$ cat src/rtl/dma_seq_pkg.sv
package dma_seq_pkg;

    typedef enum logic [1:0] {
        AM_HOLD = 2'd0,
        AM_INC  = 2'd1,
        AM_DEC  = 2'd2,
        AM_KEEP = 2'd3
    } amode_t;

    typedef struct packed {
        logic [3:0] tc_code;
        logic       tcint;
        logic       link;
        logic       fsync;
        amode_t     dmode;
        amode_t     smode;
        logic [1:0] esize;
    } opt_t;

    localparam int OPT_W = $bits(opt_t);

    typedef enum logic [2:0] {
        S_IDLE,
        S_LOAD,
        S_ARM,
        S_MOVE,
        S_DONE
    } st_t;

    function automatic logic [2:0] elem_bytes(input logic [1:0] es);
        case (es)
            2'd0:    return 3'd1;
            2'd1:    return 3'd2;
            default: return 3'd4;
        endcase
    endfunction

    function automatic logic [1:0] size_code(input logic [1:0] es);
        return (es == 2'd3) ? 2'd2 : es;
    endfunction

endpackage

$ cat src/rtl/dma_pset_mem.sv
module dma_pset_mem
    import dma_seq_pkg::*;
#(
    parameter int AW    = 32,
    parameter int CW    = 16,
    parameter int LW    = 16,
    parameter int NSETS = 8,
    localparam int IW   = (NSETS > 1) ? $clog2(NSETS) : 1
) (
    input  logic          clk,
    input  logic          we,
    input  logic [IW-1:0] wr_idx,
    input  opt_t          wr_opt,
    input  logic [AW-1:0] wr_src,
    input  logic [AW-1:0] wr_dst,
    input  logic [CW-1:0] wr_ecnt,
    input  logic [CW-1:0] wr_fcnt,
    input  logic [CW-1:0] wr_erld,
    input  logic [LW-1:0] wr_link,
    input  logic [IW-1:0] rd_idx,
    output opt_t          rd_opt,
    output logic [AW-1:0] rd_src,
    output logic [AW-1:0] rd_dst,
    output logic [CW-1:0] rd_ecnt,
    output logic [CW-1:0] rd_fcnt,
    output logic [CW-1:0] rd_erld,
    output logic [LW-1:0] rd_link
);

    opt_t          opt_m  [NSETS];
    logic [AW-1:0] src_m  [NSETS];
    logic [AW-1:0] dst_m  [NSETS];
    logic [CW-1:0] ecnt_m [NSETS];
    logic [CW-1:0] fcnt_m [NSETS];
    logic [CW-1:0] erld_m [NSETS];
    logic [LW-1:0] link_m [NSETS];

    always_ff @(posedge clk) begin
        if (we) begin
            opt_m[wr_idx]  <= wr_opt;
            src_m[wr_idx]  <= wr_src;
            dst_m[wr_idx]  <= wr_dst;
            ecnt_m[wr_idx] <= wr_ecnt;
            fcnt_m[wr_idx] <= wr_fcnt;
            erld_m[wr_idx] <= wr_erld;
            link_m[wr_idx] <= wr_link;
        end
    end

    always_comb begin
        rd_opt  = opt_m[rd_idx];
        rd_src  = src_m[rd_idx];
        rd_dst  = dst_m[rd_idx];
        rd_ecnt = ecnt_m[rd_idx];
        rd_fcnt = fcnt_m[rd_idx];
        rd_erld = erld_m[rd_idx];
        rd_link = link_m[rd_idx];
    end

endmodule

$ cat src/rtl/dma_addr_unit.sv
module dma_addr_unit
    import dma_seq_pkg::*;
#(
    parameter int AW = 32
) (
    input  logic          clk,
    input  logic          rst_n,
    input  logic          load,
    input  logic [AW-1:0] ld_addr,
    input  logic          step,
    input  amode_t        mode,
    input  logic [2:0]    nbytes,
    output logic [AW-1:0] addr
);

    logic [AW-1:0] addr_q;
    logic [AW-1:0] delta;

    assign delta = AW'(nbytes);
    assign addr  = addr_q;

    always_ff @(posedge clk or negedge rst_n) begin
        if (!rst_n) begin
            addr_q <= '0;
        end else if (load) begin
            addr_q <= ld_addr;
        end else if (step) begin
            unique case (mode)
                AM_INC:  addr_q <= addr_q + delta;
                AM_DEC:  addr_q <= addr_q - delta;
                AM_HOLD,
                AM_KEEP: addr_q <= addr_q;
            endcase
        end
    end

    // a holding mode leaves the address untouched across a move
    assert_hold_addr_R3: assert property (@(posedge clk) disable iff (!rst_n)
        (step && !load && (mode == AM_HOLD || mode == AM_KEEP)) |=> $stable(addr_q));

    // an incrementing move advances by the element byte count
    assert_inc_addr_R3: assert property (@(posedge clk) disable iff (!rst_n)
        (step && !load && mode == AM_INC) |=> (addr_q - $past(addr_q) == $past(delta)));

endmodule

$ cat src/rtl/dma_xfer_cnt.sv
module dma_xfer_cnt #(
    parameter int CW = 16
) (
    input  logic          clk,
    input  logic          rst_n,
    input  logic          load,
    input  logic [CW-1:0] ld_ecnt,
    input  logic [CW-1:0] ld_fcnt,
    input  logic [CW-1:0] ld_erld,
    input  logic          step,
    output logic          last_elem,
    output logic          last_frame,
    output logic          block_end
);

    logic [CW-1:0] ecnt_q;
    logic [CW-1:0] fcnt_q;
    logic [CW-1:0] erld_q;

    always_comb begin
        last_elem  = (ecnt_q <= CW'(1));
        last_frame = (fcnt_q == '0);
        block_end  = last_elem && last_frame;
    end

    always_ff @(posedge clk or negedge rst_n) begin
        if (!rst_n) begin
            ecnt_q <= '0;
            fcnt_q <= '0;
            erld_q <= '0;
        end else if (load) begin
            ecnt_q <= ld_ecnt;
            fcnt_q <= ld_fcnt;
            erld_q <= ld_erld;
        end else if (step) begin
            if (last_elem) begin
                ecnt_q <= erld_q;
                if (!last_frame) begin
                    fcnt_q <= fcnt_q - CW'(1);
                end
            end else begin
                ecnt_q <= ecnt_q - CW'(1);
            end
        end
    end

    // inside a frame each move takes one from the element count
    assert_ecnt_dec_R6: assert property (@(posedge clk) disable iff (!rst_n)
        (step && !load && !last_elem) |=> (ecnt_q == $past(ecnt_q) - CW'(1)));

    // the last element of a frame refills the count and spends a frame
    assert_frame_spend_R6: assert property (@(posedge clk) disable iff (!rst_n)
        (step && !load && last_elem && !last_frame) |=>
            (ecnt_q == erld_q && fcnt_q == $past(fcnt_q) - CW'(1)));

endmodule

$ cat src/rtl/dma_sync_latch.sv
module dma_sync_latch (
    input  logic clk,
    input  logic rst_n,
    input  logic sync_i,
    input  logic armed,
    input  logic active,
    output logic go,
    output logic overrun
);

    logic pend_q;

    always_comb begin
        go      = armed && (sync_i || pend_q);
        overrun = active && !armed && sync_i && pend_q;
    end

    always_ff @(posedge clk or negedge rst_n) begin
        if (!rst_n) begin
            pend_q <= 1'b0;
        end else if (!active) begin
            pend_q <= 1'b0;
        end else if (armed) begin
            pend_q <= sync_i && pend_q;
        end else if (sync_i) begin
            pend_q <= 1'b1;
        end
    end

    // a dropped event leaves the earlier held event in place
    assert_overrun_keeps_R11: assert property (@(posedge clk) disable iff (!rst_n)
        overrun |=> pend_q);

    // a held event is never lost while waiting
    assert_pend_serviced_R11: assert property (@(posedge clk) disable iff (!rst_n)
        (armed && pend_q) |-> go);

endmodule

$ cat src/rtl/dma_chan_seq.sv
module dma_chan_seq
    import dma_seq_pkg::*;
#(
    parameter int AW    = 32,
    parameter int CW    = 16,
    parameter int LW    = 16,
    parameter int NSETS = 8,
    localparam int IW   = (NSETS > 1) ? $clog2(NSETS) : 1
) (
    input  logic             clk,
    input  logic             rst_n,
    input  logic             cfg_we,
    input  logic [IW-1:0]    cfg_idx,
    input  logic [OPT_W-1:0] cfg_opt,
    input  logic [AW-1:0]    cfg_src,
    input  logic [AW-1:0]    cfg_dst,
    input  logic [CW-1:0]    cfg_ecnt,
    input  logic [CW-1:0]    cfg_fcnt,
    input  logic [CW-1:0]    cfg_erld,
    input  logic [LW-1:0]    cfg_link,
    input  logic             start_i,
    input  logic [IW-1:0]    start_idx,
    input  logic             sync_i,
    output logic             mv_valid,
    input  logic             mv_ready,
    output logic [AW-1:0]    mv_src,
    output logic [AW-1:0]    mv_dst,
    output logic [1:0]       mv_size,
    output logic             tc_pulse,
    output logic [3:0]       tc_code,
    output logic             overrun
);

    localparam logic [LW:0] SETS_L = (LW + 1)'(NSETS);

    st_t           state_q, state_n;
    opt_t          opt_q;
    logic [LW-1:0] link_q;
    logic [IW-1:0] idx_q;

    opt_t          rd_opt;
    logic [AW-1:0] rd_src, rd_dst;
    logic [CW-1:0] rd_ecnt, rd_fcnt, rd_erld;
    logic [LW-1:0] rd_link;

    logic do_load, mv_fire, go;
    logic last_elem, last_frame, block_end;
    logic link_go;
    logic [2:0] nbytes;

    dma_pset_mem #(.AW(AW), .CW(CW), .LW(LW), .NSETS(NSETS)) u_mem (
        .clk     (clk),
        .we      (cfg_we),
        .wr_idx  (cfg_idx),
        .wr_opt  (opt_t'(cfg_opt)),
        .wr_src  (cfg_src),
        .wr_dst  (cfg_dst),
        .wr_ecnt (cfg_ecnt),
        .wr_fcnt (cfg_fcnt),
        .wr_erld (cfg_erld),
        .wr_link (cfg_link),
        .rd_idx  (idx_q),
        .rd_opt  (rd_opt),
        .rd_src  (rd_src),
        .rd_dst  (rd_dst),
        .rd_ecnt (rd_ecnt),
        .rd_fcnt (rd_fcnt),
        .rd_erld (rd_erld),
        .rd_link (rd_link)
    );

    dma_xfer_cnt #(.CW(CW)) u_cnt (
        .clk        (clk),
        .rst_n      (rst_n),
        .load       (do_load),
        .ld_ecnt    (rd_ecnt),
        .ld_fcnt    (rd_fcnt),
        .ld_erld    (rd_erld),
        .step       (mv_fire),
        .last_elem  (last_elem),
        .last_frame (last_frame),
        .block_end  (block_end)
    );

    dma_sync_latch u_sync (
        .clk     (clk),
        .rst_n   (rst_n),
        .sync_i  (sync_i),
        .armed   (state_q == S_ARM),
        .active  (state_q != S_IDLE),
        .go      (go),
        .overrun (overrun)
    );

    // address engines: index 0 is the source side, index 1 the destination side
    logic [AW-1:0] ld_addr [2];
    amode_t        amode   [2];
    logic [AW-1:0] cur     [2];

    assign ld_addr[0] = rd_src;
    assign ld_addr[1] = rd_dst;
    assign amode[0]   = opt_q.smode;
    assign amode[1]   = opt_q.dmode;

    for (genvar g = 0; g < 2; g++) begin : g_addr
        dma_addr_unit #(.AW(AW)) u_addr (
            .clk     (clk),
            .rst_n   (rst_n),
            .load    (do_load),
            .ld_addr (ld_addr[g]),
            .step    (mv_fire),
            .mode    (amode[g]),
            .nbytes  (nbytes),
            .addr    (cur[g])
        );
    end

    assign nbytes  = elem_bytes(opt_q.esize);
    assign link_go = opt_q.link && ({1'b0, link_q} < SETS_L);

    // state register
    always_ff @(posedge clk or negedge rst_n) begin
        if (!rst_n) begin
            state_q <= S_IDLE;
        end else begin
            state_q <= state_n;
        end
    end

    // working copy of the control word, link field and set index
    always_ff @(posedge clk or negedge rst_n) begin
        if (!rst_n) begin
            opt_q  <= '0;
            link_q <= '0;
            idx_q  <= '0;
        end else begin
            if (state_q == S_IDLE && start_i) begin
                idx_q <= start_idx;
            end else if (state_q == S_DONE && link_go) begin
                idx_q <= link_q[IW-1:0];
            end
            if (state_q == S_LOAD) begin
                opt_q  <= rd_opt;
                link_q <= rd_link;
            end
        end
    end

    // next state and outputs
    always_comb begin
        state_n  = state_q;
        do_load  = 1'b0;
        mv_valid = 1'b0;
        mv_fire  = 1'b0;
        tc_pulse = 1'b0;
        tc_code  = 4'd0;
        mv_src   = cur[0];
        mv_dst   = cur[1];
        mv_size  = size_code(opt_q.esize);
        unique case (state_q)
            S_IDLE: begin
                if (start_i) state_n = S_LOAD;
            end
            S_LOAD: begin
                do_load = 1'b1;
                state_n = S_ARM;
            end
            S_ARM: begin
                if (go) state_n = S_MOVE;
            end
            S_MOVE: begin
                mv_valid = 1'b1;
                if (mv_ready) begin
                    mv_fire = 1'b1;
                    if (block_end) begin
                        state_n = S_DONE;
                    end else if (last_elem || !opt_q.fsync) begin
                        state_n = S_ARM;
                    end
                end
            end
            S_DONE: begin
                tc_pulse = opt_q.tcint;
                tc_code  = opt_q.tcint ? opt_q.tc_code : 4'd0;
                state_n  = link_go ? S_LOAD : S_IDLE;
            end
            default: state_n = S_IDLE;
        endcase
    end

    // a stalled request keeps its contents
    assert_req_hold_R7: assert property (@(posedge clk) disable iff (!rst_n)
        (mv_valid && !mv_ready) |=>
            (mv_valid && $stable(mv_src) && $stable(mv_dst) && $stable(mv_size)));

    // a frame-synchronized burst keeps requesting until the frame ends
    assert_burst_continues_R5: assert property (@(posedge clk) disable iff (!rst_n)
        (mv_valid && mv_ready && opt_q.fsync && !last_elem) |=> mv_valid);

    // an element-synchronized move is followed by a gap in requests
    assert_elem_single_R4: assert property (@(posedge clk) disable iff (!rst_n)
        (mv_valid && mv_ready && !opt_q.fsync) |=> !mv_valid);

    // completion strobe only right after an accepted move
    assert_tc_follows_move_R10: assert property (@(posedge clk) disable iff (!rst_n)
        tc_pulse |-> $past(mv_valid && mv_ready));

    // completion strobe lasts one cycle and no request shares the next one
    assert_tc_single_R10: assert property (@(posedge clk) disable iff (!rst_n)
        tc_pulse |=> (!tc_pulse && !mv_valid));

endmodule

$ cat config.mk
export PLATFORM = sky130hd
export DESIGN_NAME = dma_chan_seq
export DESIGN_NICKNAME = d
export VERILOG_FILES = /design/src/rtl/dma_seq_pkg.sv /design/src/rtl/dma_pset_mem.sv /design/src/rtl/dma_addr_unit.sv /design/src/rtl/dma_xfer_cnt.sv /design/src/rtl/dma_sync_latch.sv /design/src/rtl/dma_chan_seq.sv
export SDC_FILE = /design/constraint.sdc
export NUM_CORES = 1
export LEC_CHECK = 0
export ABC_AREA = 0
export BUFFER_PORTS_ARGS = -buffer_cell sky130_fd_sc_hd__buf_2
export CORE_MARGIN = 2
export CORE_UTILIZATION = 55
export CTS_CLUSTER_DIAMETER = 50
export DETAILED_ROUTE_END_ITERATION = 12
export HOLD_SLACK_MARGIN = 0.06
export PLACE_DENSITY_LB_ADDON = 0.2
export SLEW_MARGIN = 0
export SYNTH_ARGS = -nofsm -noshare
export SYNTH_HDL_FRONTEND = slang
export SYNTH_SLANG_ARGS = --single-unit
$ cat constraint.sdc
create_clock -name clk -period 4.4 [get_ports clk]
set_clock_uncertainty 0.05 [all_clocks]
set_input_delay 0.66 -clock clk [delete_from_list [all_inputs] [get_ports clk]]
set_output_delay 0.66 -clock clk [all_outputs]
set_load 0.005 [all_outputs]
==> flow_summary.toml <==
[power]
ir_drop_mv = 0.407
p_leak_nw = 21.6
power.density_nw_per_um2 = 439

[clock_network]
cts_hold_buf = 1
ctsRootBufferMaster = "clkbuf_16"
clk_pin_slew_ns = 0.06
cts_tree = "built"
cts_setup_buffers = 0
clkSinkCount = 1276
cts_buffers = 138
clkLatencyLatePin_ns = 0.74
h-tree-depth = 4
cts-resized-gates = 0
cts_buffer_depth = 3

[sta]
rsz0062_at_grt = "false"
holdWs_ns = 0.109
final.min_clock_period_ns = 3.92
slew_headroom_pct = 28.5
finalSetupViolCount = 0
hold_viol = 0
worst_slew_pin_slew_ns = 1.07
fmaxAchievable_ghz = 0.255
drv_slew = 0
post-route-period-util_pct = 89.0

[route]
dr.pass1.iters = 7
drtIter0Drc = 2737
wl_per_cell_microns = 26.1
wl_microns = 120000
antenna_left = 0
route.detailed.drc = 0
via_per_inst = 6.09
vias = 28000

[die]
core_sq_um = 94700
die_y_microns = 313
ios = 226
rows = 113
die_w_microns = 313
start_util_pct = 55.3
die_area_sq_um = 97700

[worst_setup_path]
critPathKind = "flip-flop to flip-flop"
worstPathRequired_ns = 5.03
path_max_fanout = 4
critPathArrivalTime_ns = 4.54
crit_path_start_kind = "flip-flop"
end_kind = "flip-flop"

[grt]
grtUsageTotal_pct = 25.0
grt_use_met3_pct = 5.32
grt.busiest_layer = "met2"
grt_pass1_wl_microns = 181000
antenna_found_initial = 29
grt_pass1_vias = 28900
met1_usage_pct = 34.1
grt_overflow = 0
grtUsageMet2_pct = 41.4
grt_max_degree = 108

[placed_design]
dpl.hpwl_microns = 72500
gp_congestion = 0.915
portBuffers = 225
dp_cells = 4328

[final_layout]
final_cells = 4590
postLayoutCoreUtil_pct = 63.2
final_cell_mix = "edfxtp_1 (1128), mux4_2 (282), buf_2 (224), a21oi_1 (171), nor2_1 (147)"
drive_gt1_share_pct = 24.3
fill_cells = 6716
areaGrowthSynthToFinish_pct = 14.3
final_net_count = 3429
seqCellArea_sq_um = 37600
final_common_cell = "edfxtp_1"
multiInputGateArea_sq_um = 14200

[synthesis]
synth_edf_count = 1128
synth_seq_area_share_pct = 71.7
syn-num-nets = 3141
yosys_warnings = 0
ys_async_sr_fraction_pct = 11.6
ys_seq_elements = 1276
syn_area_per_cell_sq_um = 18.0
syn_inst = 2916
synth_area_sq_um = 52400
ys_dominant_reg_cell = "edfxtp_1"
synth_cell_types = 73

[flow_run]
cap_violations = 0

[run_status]
status = "finished, final reports clean"

[min_path]
hold_path.class = "primary input to flip-flop"
## per-stage QoR
| stage | area, sq um | setup TNS, ns | power, mW | worst slack (ns) |
|---|---|---|---|---|
| 2_1_floorplan | 52400 | -564.64 | 14.9 | -0.618 |
| 4_1_cts | 59800 | 0 | 26.5 | 0.512 |
| 3_5_place_dp | 55500 | 0 | 15.5 | 0.528 |
| 6_report | 59900 | 0 | 26.2 | 0.484 |
| 5_1_grt | 59900 | 0 | 27.1 | 0.279 |
| 3_3_place_gp | 55500 | 0 | 15.4 | 0.624 |
## synth_stat cells, types with 4 or more instances
cell / n / area share [%]
a211oi_1: 9 / 0.13
a21o_1: 43 / 0.62
a21oi_1: 171 / 1.6
a31oi_1: 16 / 0.19
and2_1: 5 / 0.060
and3_1: 8 / 0.096
buf_1: 14 / 0.10
buf_2: 35 / 0.33
clkbuf_1: 101 / 0.72
dfrtp_1: 148 / 7.1
edfxtp_1: 1128 / 65
ha_1: 70 / 1.7
inv_1: 33 / 0.24
mux2_2: 8 / 0.17
mux2i_1: 138 / 2.6
mux4_2: 282 / 12
nand2_1: 131 / 0.94
nand2b_1: 12 / 0.14
nand3_1: 29 / 0.28
nand4_1: 15 / 0.18
nor2_1: 153 / 1.1
nor2b_1: 11 / 0.13
nor3_1: 34 / 0.32
nor3b_1: 5 / 0.072
nor4_1: 9 / 0.11
nor4b_1: 4 / 0.067
o211ai_1: 9 / 0.13
o21a_1: 9 / 0.13
o21ai_0: 120 / 1.1
o21bai_1: 8 / 0.11
o221ai_1: 11 / 0.18
o22a_1: 4 / 0.067
o22ai_1: 7 / 0.084
or3_1: 6 / 0.072
or4_1: 4 / 0.057
xnor2_1: 37 / 0.62
xor2_1: 33 / 0.55
## layer usage
metal	vias up	wire length (microns)
met5	-	180
li1	12300	-
met3	192	7800
met4	30	2520
met1	14500	49500
met2	894	59800
## cell type report
type                       instances  area share [%]
antenna                            6          0.0251
clock buffer                     189            6.42
clock inverter                    66           0.884
inverter                          33           0.207
multi-input combinational       1456            23.7
sequential                      1276            62.8
tap                             1265            2.64
timing repair buffer             299            3.37
## path summary, 6_finish.rpt
check,start,to,slack [ns],cells past startpoint
min reg2reg,g_addr[1].u_addr.addr[9],g_addr[1].u_addr.addr[9],0.47,2
max in group asynchronous,rst_n,u_cnt.fcnt_q[11],2.82,3
min in group asynchronous,rst_n,g_addr[0].u_addr.addr[8],0.46,2
max,opt_q[1],g_addr[1].u_addr.addr[31],0.48,13
max reg2reg,opt_q[1],g_addr[1].u_addr.addr[31],0.48,13
min,start_idx[1],idx_q[1],0.11,3
## sequential cells by signal (all words and copies together), names as in the netlist, 16 cells and up
name                count
g_addr.u_addr.addr     64
link_q                 16
u_cnt.ecnt_q           16
u_cnt.erld_q           16
u_cnt.fcnt_q           16
u_mem.dst_m           256
u_mem.ecnt_m          128
u_mem.erld_m          128
u_mem.fcnt_m          128
u_mem.link_m          128
u_mem.opt_m           104
u_mem.src_m           256
## worst max-delay path, stage by stage, from the launching register on
cell	delay (ns)
dfrtp_1	0.40
or2_2	0.32
ha_1	0.32
mux2i_1	0.23
ha_1	0.28
nor2b_1	0.14
o31a_1	0.28
o22a_1	0.30
a32o_1	0.32
o211ai_1	0.21
nand3_1	0.15
or3b_2	0.48
a211oi_1	0.24
a311o_2	0.15
## power breakdown
part / internal (mW) / switching (mW)
clock network: 6.49 / 4.57
registers: 13.6 / 0.155
logic: 0.635 / 0.806
## logic make-up after synthesis
kind of cell               count (synthesis)  share of synthesized area [%]
AOI/OAI and AO/OA                        439                           4.96
xor gates and xnor gates                  70                           1.17
adders and majority gates                 72                           1.75
buffers and inverters                    184                           1.41
DFF                                     1276                           71.7
muxes                                    428                           14.9
and+or+nand+nor                          447                           4.02
Power figures use the tool's default switching activity.
